--- config.mk ---
export PLATFORM = sky130hd
export DESIGN_NAME = midi_uart_ctrl
export DESIGN_NICKNAME = d
export VERILOG_FILES = /design/src/rtl/midi_pkg.sv /design/src/rtl/midi_tx.sv /design/src/rtl/midi_rx.sv /design/src/rtl/midi_uart_ctrl.sv
export SDC_FILE = /design/constraint.sdc
export NUM_CORES = 1
export LEC_CHECK = 0
export ABC_AREA = 1
export BUFFER_PORTS_ARGS = -buffer_cell sky130_fd_sc_hd__buf_2
export CELL_PAD_IN_SITES_DETAIL_PLACEMENT = 1
export CELL_PAD_IN_SITES_GLOBAL_PLACEMENT = 1
export CORE_MARGIN = 5
export CORE_UTILIZATION = 47
export DETAILED_ROUTE_END_ITERATION = 10
export HOLD_SLACK_MARGIN = 0.12
export PLACE_DENSITY_LB_ADDON = 0.1
export SYNTH_ARGS = -nofsm -noshare
export SYNTH_HDL_FRONTEND = slang
export SYNTH_SLANG_ARGS = --single-unit
--- constraint.sdc ---
create_clock -name clk_i -period 2.6 [get_ports clk_i]
set_input_delay 0.78 -clock clk_i [delete_from_list [all_inputs] [get_ports clk_i]]
set_output_delay 0.78 -clock clk_i [all_outputs]
set_load 0.1 [all_outputs]
--- src/rtl/midi_pkg.sv ---
package midi_pkg;
  localparam int ST_TX_RDY = 0;
  localparam int ST_RX_RDY = 1;
  localparam int ST_OVR    = 4;
  localparam int ST_FRM    = 5;
  localparam int CMD_CLR   = 4;

  typedef enum logic [1:0] {
    RX_IDLE,
    RX_START,
    RX_DATA,
    RX_STOP
  } rx_state_e;
endpackage

--- src/rtl/midi_tx.sv ---
module midi_tx #(
  parameter int OS = 16,
  parameter int DW = 8
) (
  input  logic          clk_i,
  input  logic          rst_ni,
  input  logic          tick_i,
  input  logic          load_i,
  input  logic [DW-1:0] data_i,
  output logic          busy_o,
  output logic          tx_o
);
  localparam int FB = DW + 2;
  localparam int CW = $clog2(OS);
  localparam int BW = $clog2(FB);
  localparam logic [CW-1:0] CNT_LAST = CW'(OS - 1);
  localparam logic [BW-1:0] BIT_LAST = BW'(FB - 1);

  logic [FB-1:0] sh_q;
  logic [CW-1:0] cnt_q;
  logic [BW-1:0] bit_q;
  logic          busy_q;

  always_ff @(posedge clk_i or negedge rst_ni) begin
    if (!rst_ni) begin
      sh_q   <= '1;
      cnt_q  <= '0;
      bit_q  <= '0;
      busy_q <= 1'b0;
    end else if (!busy_q && load_i) begin
      sh_q   <= {1'b1, data_i, 1'b0};
      cnt_q  <= '0;
      bit_q  <= '0;
      busy_q <= 1'b1;
    end else if (busy_q && tick_i) begin
      if (cnt_q == CNT_LAST) begin
        cnt_q <= '0;
        sh_q  <= {1'b1, sh_q[FB-1:1]};
        if (bit_q == BIT_LAST) begin
          bit_q  <= '0;
          busy_q <= 1'b0;
        end else begin
          bit_q <= bit_q + 1'b1;
        end
      end else begin
        cnt_q <= cnt_q + 1'b1;
      end
    end
  end

  assign busy_o = busy_q;
  assign tx_o   = sh_q[0];

  assert_tx_start_R6: assert property (@(posedge clk_i) disable iff (!rst_ni)
    (!busy_o && load_i) |=> (busy_o && !tx_o));
  assert_tx_idle_high_R6: assert property (@(posedge clk_i) disable iff (!rst_ni)
    !busy_o |-> tx_o);
  assert_tx_busy_ignore_R8: assert property (@(posedge clk_i) disable iff (!rst_ni)
    (busy_o && load_i && !tick_i) |=> $stable(sh_q));
endmodule

--- src/rtl/midi_rx.sv ---
module midi_rx
  import midi_pkg::*;
#(
  parameter int OS = 16,
  parameter int DW = 8
) (
  input  logic          clk_i,
  input  logic          rst_ni,
  input  logic          tick_i,
  input  logic          rx_i,
  output logic          done_o,
  output logic [DW-1:0] data_o,
  output logic          ferr_o
);
  localparam int CW  = $clog2(OS);
  localparam int BNW = $clog2(DW);
  localparam logic [CW-1:0]  CNT_LAST = CW'(OS - 1);
  localparam logic [CW-1:0]  CNT_HALF = CW'(OS / 2 - 1);
  localparam logic [BNW-1:0] BIT_LAST = BNW'(DW - 1);

  logic [1:0]     sync_q;
  logic           rx_s;
  rx_state_e      state_q;
  logic [CW-1:0]  cnt_q;
  logic [BNW-1:0] bit_q;
  logic [DW-1:0]  sh_q;

  assign rx_s = sync_q[1];

  always_ff @(posedge clk_i or negedge rst_ni) begin
    if (!rst_ni) sync_q <= 2'b11;
    else         sync_q <= {sync_q[0], rx_i};
  end

  always_ff @(posedge clk_i or negedge rst_ni) begin
    if (!rst_ni) begin
      state_q <= RX_IDLE;
      cnt_q   <= '0;
      bit_q   <= '0;
      sh_q    <= '0;
      done_o  <= 1'b0;
      ferr_o  <= 1'b0;
    end else begin
      done_o <= 1'b0;
      if (tick_i) begin
        unique case (state_q)
          RX_IDLE: begin
            if (!rx_s) begin
              state_q <= RX_START;
              cnt_q   <= '0;
            end
          end
          RX_START: begin
            if (cnt_q == CNT_HALF) begin
              cnt_q <= '0;
              bit_q <= '0;
              // line must still be low at mid start bit
              state_q <= rx_s ? RX_IDLE : RX_DATA;
            end else begin
              cnt_q <= cnt_q + 1'b1;
            end
          end
          RX_DATA: begin
            if (cnt_q == CNT_LAST) begin
              cnt_q <= '0;
              sh_q  <= {rx_s, sh_q[DW-1:1]};
              if (bit_q == BIT_LAST) state_q <= RX_STOP;
              else                   bit_q   <= bit_q + 1'b1;
            end else begin
              cnt_q <= cnt_q + 1'b1;
            end
          end
          RX_STOP: begin
            if (cnt_q == CNT_LAST) begin
              cnt_q   <= '0;
              state_q <= RX_IDLE;
              done_o  <= 1'b1;
              ferr_o  <= !rx_s;
            end else begin
              cnt_q <= cnt_q + 1'b1;
            end
          end
          default: state_q <= RX_IDLE;
        endcase
      end
    end
  end

  assign data_o = sh_q;

  assert_rx_glitch_reject_R3: assert property (@(posedge clk_i) disable iff (!rst_ni)
    (state_q == RX_START && tick_i && cnt_q == CNT_HALF && rx_s) |=> (state_q == RX_IDLE && !done_o));
  assert_rx_done_idle_R2: assert property (@(posedge clk_i) disable iff (!rst_ni)
    done_o |-> (state_q == RX_IDLE));
endmodule

--- src/rtl/midi_uart_ctrl.sv ---
module midi_uart_ctrl
  import midi_pkg::*;
#(
  parameter int OS = 16,
  parameter int DW = 8
) (
  input  logic          clk_i,
  input  logic          rst_ni,
  input  logic          tick_i,
  input  logic          sel_ctrl_i,
  input  logic          rd_i,
  input  logic          wr_i,
  input  logic [DW-1:0] wdata_i,
  output logic [DW-1:0] rdata_o,
  input  logic          rx_i,
  output logic          tx_o,
  output logic          irq_o
);
  logic          rd_data, wr_data, clr_err;
  logic          tx_busy;
  logic          rx_done, rx_ferr;
  logic [DW-1:0] rx_byte;
  logic [DW-1:0] rx_buf_q;
  logic          rx_full_q, err_ovr_q, err_frm_q;
  logic [DW-1:0] status;

  assign rd_data = rd_i && !sel_ctrl_i;
  assign wr_data = wr_i && !sel_ctrl_i;
  assign clr_err = wr_i && sel_ctrl_i && wdata_i[CMD_CLR];

  midi_tx #(.OS(OS), .DW(DW)) i_tx (
    .clk_i  (clk_i),
    .rst_ni (rst_ni),
    .tick_i (tick_i),
    .load_i (wr_data),
    .data_i (wdata_i),
    .busy_o (tx_busy),
    .tx_o   (tx_o)
  );

  midi_rx #(.OS(OS), .DW(DW)) i_rx (
    .clk_i  (clk_i),
    .rst_ni (rst_ni),
    .tick_i (tick_i),
    .rx_i   (rx_i),
    .done_o (rx_done),
    .data_o (rx_byte),
    .ferr_o (rx_ferr)
  );

  always_ff @(posedge clk_i or negedge rst_ni) begin
    if (!rst_ni) begin
      rx_buf_q  <= '0;
      rx_full_q <= 1'b0;
      err_ovr_q <= 1'b0;
      err_frm_q <= 1'b0;
    end else begin
      if (clr_err) begin
        err_ovr_q <= 1'b0;
        err_frm_q <= 1'b0;
      end
      if (rd_data) rx_full_q <= 1'b0;
      // new error wins over a same-cycle clear
      if (rx_done) begin
        if (rx_full_q && !rd_data) begin
          err_ovr_q <= 1'b1;
        end else begin
          rx_buf_q  <= rx_byte;
          rx_full_q <= 1'b1;
          if (rx_ferr) err_frm_q <= 1'b1;
        end
      end
    end
  end

  always_comb begin
    status            = '0;
    status[ST_TX_RDY] = !tx_busy;
    status[ST_RX_RDY] = rx_full_q;
    status[ST_OVR]    = err_ovr_q;
    status[ST_FRM]    = err_frm_q;
  end

  assign rdata_o = sel_ctrl_i ? status : rx_buf_q;
  assign irq_o   = rx_full_q;

  assert_rd_clears_R5: assert property (@(posedge clk_i) disable iff (!rst_ni)
    (rd_data && !rx_done) |=> !irq_o);
  assert_ovr_keeps_R10: assert property (@(posedge clk_i) disable iff (!rst_ni)
    (rx_done && rx_full_q && !rd_data) |=> (err_ovr_q && rx_buf_q == $past(rx_buf_q)));
  assert_err_sticky_R11: assert property (@(posedge clk_i) disable iff (!rst_ni)
    (err_frm_q && !clr_err) |=> err_frm_q);
  assert_err_clear_R12: assert property (@(posedge clk_i) disable iff (!rst_ni)
    (clr_err && !rx_done) |=> (!err_ovr_q && !err_frm_q));
endmodule

==> summary.md, run 1 <==
| Metric | Value |
|---|---|
| Hold Crit Endpoint | `i_rx.sync_q[1]$_DFF_PN1_` |
| DR iter-0 viols | `55` |
| Fin crit period | `2250 ps` |
| Max Clk Rate | `0.445 GHz` |
| Critical path class | `input pin to output pin` |
| Area Overhead vs Synth | `19.1%` |
| Max FO, Critical Path | `10` |
| Seq cells post-synth | `50` |
| Distinct cells, synth | `27` |
| Final Non-Filler Cells | `375` |
| DIE AREA | `6590 sq um` |
| Die Span X | `81.2 um` |
| Clock transition at the registers of the reported paths | `90 ps` |
| Post-DRT Antenna Nets | `0` |
| Post-Layout Inst Area | `2840 sq um` |
| Clk root buf | `clkbuf_8` |
| FP Rows | `26` |
| Post-CTS setup buffers | `0` |
| Dpl ws | `344 ps` |
| Delay of the slowest critical-path stage | `230 ps` |
| Area of the mapped netlist | `2380 sq um` |
| Cell breakdown of the critical path | `buf_2, inv_4, o21ai_2, buf_12` |
| H-tree depth | `2` |
| Peak supply drop | `0.000395 V` |
| Layout cells sized above 1 | `0.197` |
| Measured slew at the worst slew-check pin | `626 ps` |
| CTS sink count | `50` |
| Crit path from | `sel_ctrl_i` |
| Met2 usage | `0.330` |
| Setup TNS | `0 ps` |
| P_leak | `0.00134 uW` |
| Hold path cells | `0` |
| Placer Congestion | `0.732` |
| Skew final | `5.89 ps` |
| Worst path slowest cell | `buf_2` |
| Hold Path Origin | `i_rx.sync_q[0]$_DFF_PN1_` |
| Pre-antenna DRT Iters | `4` |
| Crit path launch type | `input pin` |
| Final nets | `325` |
| Commonest non-fill, non-tap cell in the layout | `nand2_1` |
| RSZ-0062 raised after global routing | `no` |
| CTS tree | `built` |
| Drt wl/cell | `13.6 um` |
| Max-slew violation count | `0` |
| Ys Warns | `0` |
| Reg-to-reg endpoint | `i_rx.data_o[7]$_DFFE_PN0P_` |
| Number of global-route vias before repair | `2045` |
| Mapped Cells | `275` |
| WP data arrival | `1470 ps` |
| Ports | `25` |
| CTS Buffer Depth | `2` |
| Post-CTS sizing | `0` |
| Antenna Cells | `0` |
| Final hold slack | `360 ps` |
| Placed cell count | `367` |
| Syn_nets | `296` |
| Final Hold Viols | `0` |
| PnR worst setup slack | `354 ps` |
| Tot GR Track Use | `0.178` |
| Power per standard cell area | `805 nW/um^2` |
| Cts hold-fix bufs | `0` |
| Flop2flop setup slack | `940 ps` |
| Core area | `5010 sq um` |
| Most frequent cells in the layout | `nand2_1 (77), dfrtp_1 (39), inv_1 (30)` |
| DP Area | `2700 sq um` |
| Congestion Overflow GR | `0` |
| Max_cap viols | `0` |
| Total CTS buffers | `5` |
| Endpoints failing setup | `0` |
| Die H | `81.2 um` |
| Placed wire-length estimate | `3850 um` |
| Reg-to-reg startpoint | `i_rx.cnt_q[0]$_DFFE_PN0P_` |
| First-pass GRT wire length | `9180 um` |
| R2r worst-path depth | `4` |
| Port bufs | `24` |
| Pin count of the biggest net entering global routing | `51` |
| CP required | `1820 ps` |
| WL final | `5110 um` |
| Synth Area per Inst | `8.66 sq um` |
| Starting Density | `0.476` |
| Period utilization | `0.864` |
| Met1 usage | `0.213` |
| Initial antenna violation count | `0` |
| Met3 usage | `0.0299` |
| Post-synthesis sequential area ratio | `0.531` |
| Vias | `1897` |
| Worst-Skew Late Latency | `300 ps` |
| Remaining DRCs | `0` |
| Slew headroom | `0.581` |
| Status | `complete, no violations` |
| CP Capture Type | `output pin` |
| Via-per-instance ratio | `5.06` |
| Gr busiest metal | `met2` |
| Hold Crit Class | `flop to flop` |
-- worst max path at each step --
stage | endpoint | cells past startpoint
after global placement | rdata_o[0] | 4
after floorplan | rdata_o[2] | 2
after global routing | rdata_o[0] | 4
final | rdata_o[0] | 4
after detailed placement | rdata_o[0] | 4
after CTS | rdata_o[0] | 4
-- critical path: cells and delay by family --
| family | cells | cell delay [ps] |
|---|---|---|
| buf+inv | 3 | 510 |
| compound gates | 1 | 170 |
-- layout make-up --
cell class,count,area [sq um]
Fill cell,628,2170
Sequential cell,50,1260
Multi-Input combinational cell,188,953
Timing Repair Buffer,28,270
Inverter,31,119
Tap cell,70,87.6
Clock buffer,6,82.6
Clock inverter,2,60.1
-- logic make-up (layout without fill, tap and decap cells) --
group | Yosys count | in the layout | synth area share
AOI/OAI and AO/OA | 49 | 49 | 0.119
xor gates and xnor gates | 4 | 4 | 0.0147
adders and majority gates | 6 | 6 | 0.0315
buffers and inverters | 37 | 67 | 0.0704
DFF | 50 | 50 | 0.531
and+or+nand+nor | 129 | 129 | 0.234
-- routing by layer --
layer,vias up,wire (um)
met5,-,0
met4,0,27
li1,944,-
met1,932,2250
met2,19,2700
met3,2,120
-- synthesized netlist by cell type --
cell	number	area, sq um
o21ai_1	1	5.00
nor3_4	1	16.3
nor3_1	1	5.00
o21ai_0	29	145
inv_4	1	6.26
a22o_1	1	8.76
ha_1	6	75.1
buf_2	3	15.0
o21ai_4	1	16.3
xnor2_1	1	8.76
buf_6	3	33.8
nand2_2	3	18.8
nand4_1	1	6.26
o21ai_2	2	17.5
inv_1	30	113
nand2_1	77	289
a21oi_1	8	40.0
nand3_1	22	110
nand3_2	3	30.0
o21a_1	4	30.0
dfrtp_1	39	976
nor2_1	20	75.1
dfstp_2	11	289
o22ai_1	2	12.5
nor2_2	1	6.26
a211oi_1	1	7.51
xor2_1	3	26.3
-- sequential cells by signal, summed over array words and instances, names as in the netlist, named ones only --
signal / cells
err_frm_q: 1
err_ovr_q: 1
i_rx.bit_q: 3
i_rx.cnt_q: 4
i_rx.data_o: 8
i_rx.done_o: 1
i_rx.ferr_o: 1
i_rx.state_q: 1
i_rx.sync_q: 2
i_tx.bit_q: 4
i_tx.busy_o: 1
i_tx.cnt_q: 4
i_tx.sh_q: 9
irq_o: 1
rx_buf_q: 8
-- through the flow --
step / utilization / total power [uW]
2_1_floorplan: - / 1490
3_3_place_gp: 0.538 / 1600
3_5_place_dp: 0.538 / 1640
4_1_cts: 0.566 / 2320
5_1_grt: 0.566 / 2450
6_report: 0.566 / 2280
-- report_power, final --
group / internal (uW) / total, uW / switching [uW] / leakage [uW]
combinational: 201 / 541 / 340 / 0.000662
clock: 410 / 666 / 256 / 0.0000714
sequential: 951 / 1080 / 125 / 0.000609
Power figures use the tool's default switching activity.
==> run 2: changes to the inputs <==
--- a/config.mk
+++ b/config.mk
@@ -13,7 +13,7 @@
 export CORE_UTILIZATION = 47
 export DETAILED_ROUTE_END_ITERATION = 10
 export HOLD_SLACK_MARGIN = 0.12
-export PLACE_DENSITY_LB_ADDON = 0.1
+export PLACE_DENSITY = 0.88
 export SYNTH_ARGS = -nofsm -noshare
 export SYNTH_HDL_FRONTEND = slang
 export SYNTH_SLANG_ARGS = --single-unit
==> run 2 against run 1 <==
Sequential share of layout area is 0.88 points higher; via count grew 1.9%; utilization decreased by 1.1 points; sequential power barely moved; clock skew increased by 4.8 ps; power decreased by 7.0%; worst setup slack worse by 5.6 ps; global-route usage is 2.8 points higher; clock power fell by 29%; final cell count decreased by 0.27%; critical path depth stayed put; fmax down 0.25%.
==> summary.md, run 2 (synthesis gave the netlist of run 1 again) <==
| Metric | Value |
|---|---|
| Clk root buf | `clkbuf_8` |
| Area Overhead vs Synth | `16.8%` |
| Reg-to-reg startpoint | `i_rx.cnt_q[0]$_DFFE_PN0P_` |
| Power per standard cell area | `763 nW/um^2 (-5.1%)` |
| Vias | `1933 (+1.9%)` |
| Fin crit period | `2250 ps (+5.55 ps)` |
| WP data arrival | `1470 ps (about the same)` |
| Top reg by flops | `i_tx.sh_q` |
| Delay of the slowest critical-path stage | `240 ps (about the same)` |
| Flop2flop setup slack | `880 ps (-60 ps)` |
| R2r worst-path depth | `5 (+1)` |
| Drt wl/cell | `15.9 um (+17%)` |
| CP top delay family | `buffers and inverters` |
| P_leak | `0.00131 uW (-2.2%)` |
| Total CTS buffers | `5 (unchanged)` |
| Layout cells sized above 1 | `0.194 (-0.00264)` |
| Final Hold Viols | `0 (unchanged)` |
| Cts hold-fix bufs | `0 (unchanged)` |
| Largest register FFs | `9 (unchanged)` |
| Pre-antenna DRT Iters | `4 (unchanged)` |
| DIE AREA | `6590 sq um (unchanged)` |
| Max_cap viols | `0 (unchanged)` |
| Ports | `25 (unchanged)` |
| Clock transition at the registers of the reported paths | `90 ps (about the same)` |
| H-tree depth | `2 (unchanged)` |
| Most frequent cells in the layout | `nand2_1 (77), dfrtp_1 (39), inv_1 (30)` |
| Worst Path Buf+Inv | `3 (unchanged)` |
| CP Capture Type | `output pin` |
| Pin count of the biggest net entering global routing | `28 (-45%)` |
| Status | `complete, no violations` |
| Crit path launch type | `input pin` |
| Post-Layout Inst Area | `2780 sq um (-1.9%)` |
| Skew final | `10.7 ps (+4.84 ps)` |
| CTS Buffer Depth | `2 (unchanged)` |
| Core area | `5010 sq um (unchanged)` |
| DR iter-0 viols | `77 (+40%)` |
| Placed wire-length estimate | `4420 um (+15%)` |
| CTS tree | `built` |
| WL final | `5960 um (+17%)` |
| RSZ-0062 raised after global routing | `no` |
| Slew headroom | `0.575 (-0.00618)` |
| Commonest non-fill, non-tap cell in the layout | `nand2_1` |
| Via-per-instance ratio | `5.17 (+2.2%)` |
| Starting Density | `0.476 (unchanged)` |
| Worst-Skew Late Latency | `310 ps (about the same)` |
| Worst path slowest cell | `buf_2` |
| Max Clk Rate | `0.444 GHz (-0.25%)` |
| CP required | `1820 ps (about the same)` |
| Initial antenna violation count | `0 (unchanged)` |
| Number of global-route vias before repair | `2159 (+5.6%)` |
| Port bufs | `24 (unchanged)` |
| Final nets | `324 (-0.31%)` |
| Placer Congestion | `0.745 (+1.8%)` |
| Die Span X | `81.2 um (unchanged)` |
| Max-slew violation count | `0 (unchanged)` |
| Critical path class | `input pin to output pin` |
| Peak supply drop | `0.000367 V (-7.3%)` |
| Cell breakdown of the critical path | `buf_2, inv_4, o21ai_2, buf_12` |
| Max FO, Critical Path | `10 (unchanged)` |
| Post-CTS sizing | `0 (unchanged)` |
| FP Rows | `26 (unchanged)` |
| Congestion Overflow GR | `0 (unchanged)` |
| Post-CTS setup buffers | `0 (unchanged)` |
| Endpoints failing setup | `0 (unchanged)` |
| Post-DRT Antenna Nets | `0 (unchanged)` |
| Setup TNS | `0 ps (unchanged)` |
| Measured slew at the worst slew-check pin | `635 ps (+9.24 ps)` |
| CTS sink count | `50 (unchanged)` |
| Period utilization | `0.866 (+0.00214)` |
| First-pass GRT wire length | `10300 um (+12%)` |
| DP Area | `2690 sq um (-0.28%)` |
| Hold Crit Class | `input pin to asynchronous set/reset pin` |
| Die H | `81.2 um (unchanged)` |
| Tot GR Track Use | `0.206 (+0.0283)` |
| Antenna Cells | `0 (unchanged)` |
| Remaining DRCs | `0 (unchanged)` |
| Reg-to-reg endpoint | `i_rx.bit_q[0]$_DFFE_PN0P_` |
run 2: cell count changes in the layout (fill, tap and decap cells not counted):
cell        delta
clkinv_2       +1
bufinv_16      -2
buf_4          -1
clkinvlp_4     +1
run 2: worst register-to-register path, stage by stage, from the launching register on:
cell and delay (ps):
dfrtp_1 420, ha_1 260, nand3_2 160, nor3_4 530
nand2_1 110, o21ai_0 160
run 2: routing by layer:
| metal | GRT usage | part of all wire |
|---|---|---|
| met1 | 0.237 | 0.41 |
| met2 | 0.384 | 0.55 |
| met3 | 0.0421 | 0.023 |
| met4 | 0.0574 | 0.019 |
| met5 | 0 | 0 |
run 2: power breakdown:
| group | internal [uW] | switching [uW] | total, uW |
|---|---|---|---|
| logic | 203 | 363 | 566 |
| registers | 951 | 131 | 1080 |
| clock network | 214 | 261 | 476 |
run 2: cell type report:
| type | count | area (sq um) |
|---|---|---|
| fillers | 615 | 2230 |
| flip-flops and latches | 50 | 1260 |
| multi-input cells | 188 | 953 |
| repair buffers | 27 | 263 |
| inverters | 31 | 119 |
| well taps | 70 | 87.6 |
| clock buffers | 6 | 82.6 |
| clock inverters | 2 | 12.5 |
run 2: through the flow:
stage	hold slack, ps	setup WS, ps	total power [uW]	instances	util
after floorplan	345	-348	1490	275	-
after global placement	346	382	1600	366	0.536
after detailed placement	350	360	1660	366	0.536
after CTS	282	351	2140	374	0.555
after global routing	271	309	2270	374	0.555
final	285	348	2120	374	0.555
run 2: worst max path at each step:
stage | startpoint | end | slack, ps | depth (start not counted)
2_1_floorplan | sel_ctrl_i | rdata_o[2] | -350 | 2
3_3_place_gp | sel_ctrl_i | rdata_o[0] | 380 | 4
3_5_place_dp | sel_ctrl_i | rdata_o[0] | 360 | 4
4_1_cts | sel_ctrl_i | rdata_o[0] | 350 | 4
5_1_grt | sel_ctrl_i | rdata_o[0] | 310 | 4
6_report | sel_ctrl_i | rdata_o[0] | 350 | 4
